==> config.mk <==
export PLATFORM = sky130hd
export DESIGN_NAME = bbr_bridge
export DESIGN_NICKNAME = d
export VERILOG_FILES = /design/src/rtl/bbr_pkg.sv /design/src/rtl/bbr_decode.sv /design/src/rtl/bbr_seq.sv /design/src/rtl/bbr_steer.sv /design/src/rtl/bbr_bridge.sv
export SDC_FILE = /design/constraint.sdc
export NUM_CORES = 1
export LEC_CHECK = 0
export ABC_AREA = 1
export BUFFER_PORTS_ARGS = -buffer_cell sky130_fd_sc_hd__buf_2
export CORE_ASPECT_RATIO = 1.2
export CORE_MARGIN = 3
export CORE_UTILIZATION = 35
export DETAILED_ROUTE_END_ITERATION = 10
export PLACE_DENSITY = 0.72
export SYNTH_ARGS = -nofsm -noshare
export SYNTH_HDL_FRONTEND = slang
export SYNTH_HIERARCHICAL = 1
export SYNTH_SLANG_ARGS = --single-unit
==> constraint.sdc <==
create_clock -name clk -period 1.34 [get_ports clk]
set_clock_uncertainty 0.1 [all_clocks]
set_input_delay 0.067 -clock clk [delete_from_list [all_inputs] [get_ports clk]]
set_output_delay 0.067 -clock clk [all_outputs]
set_load 0.02 [all_outputs]
==> src/rtl/bbr_pkg.sv <==
package bbr_pkg;

  typedef enum logic [2:0] {
    ST_IDLE,
    ST_ODD,
    ST_EVEN,
    ST_HOLD,
    ST_DONE
  } bbr_state_e;

  typedef enum logic [1:0] {
    RG_NONE,
    RG_FAST,
    RG_SPLIT
  } bbr_region_e;

  // Fast windows in byte addresses (end values exclusive)
  localparam logic [15:0] LOW_FAST_END = 16'h2000;
  localparam logic [15:0] PAD_BASE     = 16'h8000;
  localparam logic [15:0] PAD_END      = 16'h8400;

endpackage

==> src/rtl/bbr_decode.sv <==
module bbr_decode
  import bbr_pkg::*;
#(
  parameter int AW = 15
) (
  input  logic          cpu_req,
  input  logic [AW-1:0] cpu_addr,
  output bbr_region_e   region
);

  localparam int BAW = AW + 1;

  logic [BAW-1:0] byte_addr;
  logic           in_low;
  logic           in_pad;

  assign byte_addr = {cpu_addr, 1'b0};
  assign in_low    = byte_addr < BAW'(LOW_FAST_END);
  assign in_pad    = (byte_addr >= BAW'(PAD_BASE)) && (byte_addr < BAW'(PAD_END));

  always_comb begin
    if (!cpu_req)              region = RG_NONE;
    else if (in_low || in_pad) region = RG_FAST;
    else                       region = RG_SPLIT;
  end

endmodule

==> src/rtl/bbr_seq.sv <==
module bbr_seq
  import bbr_pkg::*;
#(
  parameter int STALL_CYC = 4
) (
  input  logic        clk,
  input  logic        rst_n,
  input  bbr_region_e region,
  output bbr_state_e  state,
  output logic        cpu_ready
);

  localparam int CW = (STALL_CYC > 1) ? $clog2(STALL_CYC + 1) : 1;

  bbr_state_e    state_q;
  logic [CW-1:0] hold_q;

  always_ff @(posedge clk) begin
    if (!rst_n) begin
      state_q <= ST_IDLE;
      hold_q  <= '0;
    end else begin
      case (state_q)
        ST_IDLE: if (region == RG_SPLIT) state_q <= ST_ODD;
        ST_ODD:  state_q <= ST_EVEN;
        ST_EVEN: begin
          state_q <= ST_HOLD;
          hold_q  <= CW'(STALL_CYC - 1);
        end
        ST_HOLD: begin
          if (hold_q == '0) state_q <= ST_DONE;
          else              hold_q  <= hold_q - 1'b1;
        end
        ST_DONE: state_q <= ST_IDLE;
        default: state_q <= ST_IDLE;
      endcase
    end
  end

  assign state     = state_q;
  assign cpu_ready = ((state_q == ST_IDLE) && (region != RG_SPLIT)) ||
                     (state_q == ST_DONE);

endmodule

==> src/rtl/bbr_steer.sv <==
module bbr_steer
  import bbr_pkg::*;
#(
  parameter int AW = 15,
  parameter int DW = 16,
  localparam int BW = DW / 2
) (
  input  logic          clk,
  input  logic          rst_n,
  input  bbr_state_e    state,
  input  logic          cpu_we,
  input  logic [AW-1:0] cpu_addr,
  input  logic [DW-1:0] cpu_wdata,
  input  logic [DW-1:0] fast_rdata,
  input  logic [BW-1:0] per_rdata,
  output logic [AW:0]   per_addr,
  output logic [BW-1:0] per_wdata,
  output logic          per_rd,
  output logic          per_wr,
  output logic [DW-1:0] cpu_rdata
);

  logic          odd_ph;
  logic          even_ph;
  logic [BW-1:0] lo_q;
  logic [BW-1:0] hi_q;

  assign odd_ph  = (state == ST_ODD);
  assign even_ph = (state == ST_EVEN);

  assign per_addr  = {cpu_addr, odd_ph};
  assign per_wdata = odd_ph ? cpu_wdata[BW-1:0] : cpu_wdata[DW-1:BW];
  assign per_rd    = (odd_ph || even_ph) && !cpu_we;
  assign per_wr    = (odd_ph || even_ph) && cpu_we;

  always_ff @(posedge clk) begin
    if (!rst_n) begin
      lo_q <= '0;
      hi_q <= '0;
    end else begin
      if (odd_ph && !cpu_we)  lo_q <= per_rdata;
      if (even_ph && !cpu_we) hi_q <= per_rdata;
    end
  end

  assign cpu_rdata = (state == ST_DONE) ? {hi_q, lo_q} : fast_rdata;

endmodule

==> src/rtl/bbr_bridge.sv <==
module bbr_bridge
  import bbr_pkg::*;
#(
  parameter int AW        = 15,
  parameter int DW        = 16,
  parameter int STALL_CYC = 4
) (
  input  logic            clk,
  input  logic            rst_n,
  input  logic            cpu_req,
  input  logic            cpu_we,
  input  logic [AW-1:0]   cpu_addr,
  input  logic [DW-1:0]   cpu_wdata,
  output logic [DW-1:0]   cpu_rdata,
  output logic            cpu_ready,
  output logic            fast_sel,
  input  logic [DW-1:0]   fast_rdata,
  output logic [AW:0]     per_addr,
  output logic [DW/2-1:0] per_wdata,
  input  logic [DW/2-1:0] per_rdata,
  output logic            per_rd,
  output logic            per_wr
);

  bbr_region_e region;
  bbr_state_e  state;

  bbr_decode #(.AW(AW)) u_dec (
    .cpu_req  (cpu_req),
    .cpu_addr (cpu_addr),
    .region   (region)
  );

  bbr_seq #(.STALL_CYC(STALL_CYC)) u_seq (
    .clk       (clk),
    .rst_n     (rst_n),
    .region    (region),
    .state     (state),
    .cpu_ready (cpu_ready)
  );

  bbr_steer #(.AW(AW), .DW(DW)) u_steer (
    .clk        (clk),
    .rst_n      (rst_n),
    .state      (state),
    .cpu_we     (cpu_we),
    .cpu_addr   (cpu_addr),
    .cpu_wdata  (cpu_wdata),
    .fast_rdata (fast_rdata),
    .per_rdata  (per_rdata),
    .per_addr   (per_addr),
    .per_wdata  (per_wdata),
    .per_rd     (per_rd),
    .per_wr     (per_wr),
    .cpu_rdata  (cpu_rdata)
  );

  assign fast_sel = (state == ST_IDLE) && (region == RG_FAST);

endmodule

==> summary.txt <==
Setup path
  – Crit path capture type: output port
  – Reg2reg start: u_seq/state[0]
  – CP required: 1.17 ns
  – Crit path DAT: 1.28 ns
  – Worst Setup SP: u_seq/state[0]
  – Setup crit start kind: flop
  – Worst Path Class, Setup: flop to output port
  – CP Max Fanout: 7

Clock network
  – TritonCTS clock tree: yes
  – Clk buf depth: 2
  – Clk sinks: 22
  – Clk_lat worst skew: 0.26 ns
  – Clock transition at the registers of the reported paths: 0.08 ns
  – Clock root buffer: clkbuf_8
  – CTS buffer count: 3
  – Htree depth: 1

Pwr
  – Switching share of total power: 35.5%
  – Internal: 1690 uW
  – Cell area power density: roughly 1100 mW/mm2
  – Leakage power total: 0.00121 uW
  – Comb power frac: between 40% and 50%
  – Clock power share: 23.5%
  – Flop pwr share: 30.1%
  – Max VDD drop: 0.000947 V
  – Psw: 928 uW

Synthesis
  – Synth area leaders: dfxtp_1 27%, nand2_1 16%, nor2_1 8.9%
  – FFs w/ async S/R, synth: 0%
  – Synth top area share: 26.9%
  – Yosys cell types: 23
  – Synthesized Nets: 320
  – Leading area contributor after synthesis: dfxtp_1
  – #FFs+latches synth: 22
  – Synth top cells by count: 69 x nand2_1, 39 x nor2_1, 37 x inv_1
  – Mapped Cells: 259
  – Primary FF master, synth: dfxtp_1
  – Most common cell in the netlist: nand2_1
  – Seq/Total Area, Yosys: between 20 and 30%
  – Mapped Area: 0.00164 mm2
  – Syn Area/Cell: about 6.3 um2
  – Number of synthesized flops with an enable pin: 0
  – Yosys synthesis warning count: 6

Routing
  – Number of remaining DRC errors: 0
  – WL final: 4310 um
  – Wire per inst: about 11 um
  – Post-DRT Antenna Nets: 0
  – Vias after detailed routing: 1776
  – Vias/cell: 4.50
  – Initial DRC Count: 66
  – DR pass1 iterations: 4

Floorplan
  – Row count: 26
  – Die height: ~80 um
  – Core ar.: 0.00439 mm2
  – Starting Density: a little under two fifths
  – Die area: 0.00554 mm2
  – Die X: 68.4 um
  – I/O pin count: 103

STA
  – Period Utilization, post-route: 108%
  – Slew @ Worst Pin: between 0.3 and 0.4 ns
  – Slew Viols, Final: 0
  – Final setup violation count: 28
  – Final setup margin: -0.109 ns
  – Final min period: about 1.4 ns
  – Hold Fails Final Rpt: 0
  – Slew headroom: 77.5%
  – F_max: 690 MHz
  – RSZ-0062 raised after global routing: true

Cells and area
  – Nets@finish: 401
  – Final Core Density: 55.0%
  – Fillcell total: between 400 and 500
  – Share of post-route cells with drive strength above 1: between 40% and 50%
  – Fin cells: 395
  – Syn-to-layout area delta: 47.4%
  – N_diodes: 0

Run
  – Max-cap violations: 0

Placement
  – Dpl cells: 383
  – DP HPWL: 3060 um
  – Port buffer count: 84
  – Routability Congestion: 0.798

Global routing
  – First-pass GRT wire length: 6530 um
  – Grt total ovfl: 0
  – Largest net degree at the start of global routing: 27
  – Initial antenna violation count: 0
  – Total GRT Usage: 15.0%
  – Vias in the first global route: 1545

Worst hold path
  – Hold wc startpoint: cpu_addr[1]
  – Hold WC Path Type: input port to output port

Status
  – Outcome: finished with violations
  – Failing checks: setup timing
==> cell type report <==
cell class                      instances  area [um2]  area share [%]
Inverter                               42         175            7.26
Tap cell                               56        70.1            2.90
Timing Repair inverter                  1        6.26           0.259
Clock inverter                          1        30.0            1.24
Multi-Input combinational cell        172         952            39.5
Timing Repair Buffer                   98         688            28.5
Clock buffer                            3        41.3            1.71
Sequential cell                        22         450            18.7
==> power groups by stage <==
stage          Sequential, uW  Clock [uW]  Combinational (uW)
5_1_grt                   799         661                1320
2_1_floorplan             792           0                 659
6_report                  786         614                1220
3_3_place_gp              790           0                 887
3_5_place_dp              792           0                 901
4_1_cts                   783         629                1120
==> layout by cell type, fill, tap and decap left out, types with 3 or more instances in the layout <==
| cell | netlist | layout |
|---|---|---|
| nand2_1 | 69 | 56 |
| inv_2 | 4 | 3 |
| clkbuf_8 | 0 | 3 |
| dfxtp_1 | 22 | 18 |
| nor2_4 | 6 | 6 |
| a21oi_2 | 0 | 4 |
| nand2_2 | 1 | 14 |
| o21ai_2 | 0 | 4 |
| buf_12 | 0 | 3 |
| inv_1 | 37 | 35 |
| nand3_4 | 2 | 3 |
| nor2_1 | 39 | 38 |
| nand3b_1 | 4 | 4 |
| nand4_1 | 16 | 16 |
| o21ai_1 | 16 | 12 |
| buf_6 | 4 | 14 |
| nand3_1 | 4 | 3 |
| buf_4 | 19 | 26 |
| a21oi_1 | 7 | 3 |
| buf_2 | 0 | 55 |
| inv_4 | 1 | 3 |
==> sequential cells by signal, indices dropped and copies added, names as in the netlist <==
register,cells
u_seq/hold_q,3
u_seq/state,3
u_steer/hi_q,8
u_steer/lo_q,8
==> final timing paths <==
path / endpoint / slack [ns] / cells after the start
max: per_wdata[5] / -0.11 / 6
min: per_addr[2] / 0.03 / 0
max reg2reg: u_steer/lo_q[4] / 0 / 6
min reg2reg: u_steer/hi_q[2] / 0.38 / 2
==> worst max-delay path, stage by stage (launching register included) <==
cell     delay, ns
dfxtp_4       0.40
buf_12        0.11
nand3_4       0.14
inv_4         0.12
nand2_2       0.06
nand2_2       0.07
buf_6         0.11
==> layer usage <==
layer | track usage [%] | routed length (um)
met1 | 16.8 | 1700
met2 | 28.0 | 2340
met3 | 3.18 | 233
met4 | 3.58 | 43
met5 | 0 | 0
==> what timing repair did <==
item                       CTS  global route
buffers inserted             4             2
cloned                       2             0
gates resized for setup     59            28
hold buffers                 0             0
pin swaps                    3             5
setup endpoints to repair   34            41
==> logic make-up (layout without fill, tap and decap cells) <==
kind of cell	count (synthesis)	in the layout	share of synthesized area [%]
and+or+nand+nor	145	146	42.6
buffers and inverters	66	145	21.5
DFF	22	22	26.9
adders and majority gates	2	2	1.53
AOI/OAI and AO/OA	24	24	7.49
==> metrics by stage <==
step	worst slack, ns	cell area (um2)	hold slack (ns)	total power (uW)	setup TNS [ns]
2_1_floorplan	-0.0167	1640	0.0877	1450	-0.0334
3_3_place_gp	0.0240	2020	0.0341	1680	0
6_report	-0.109	2410	0.0340	2620	-1.87
4_1_cts	-0.0968	2310	0.0341	2530	-2.18
3_5_place_dp	-0.0144	2020	0.0341	1690	-0.0195
5_1_grt	-0.167	2410	0.0341	2780	-4.49
(Power assumes the default switching activity.)
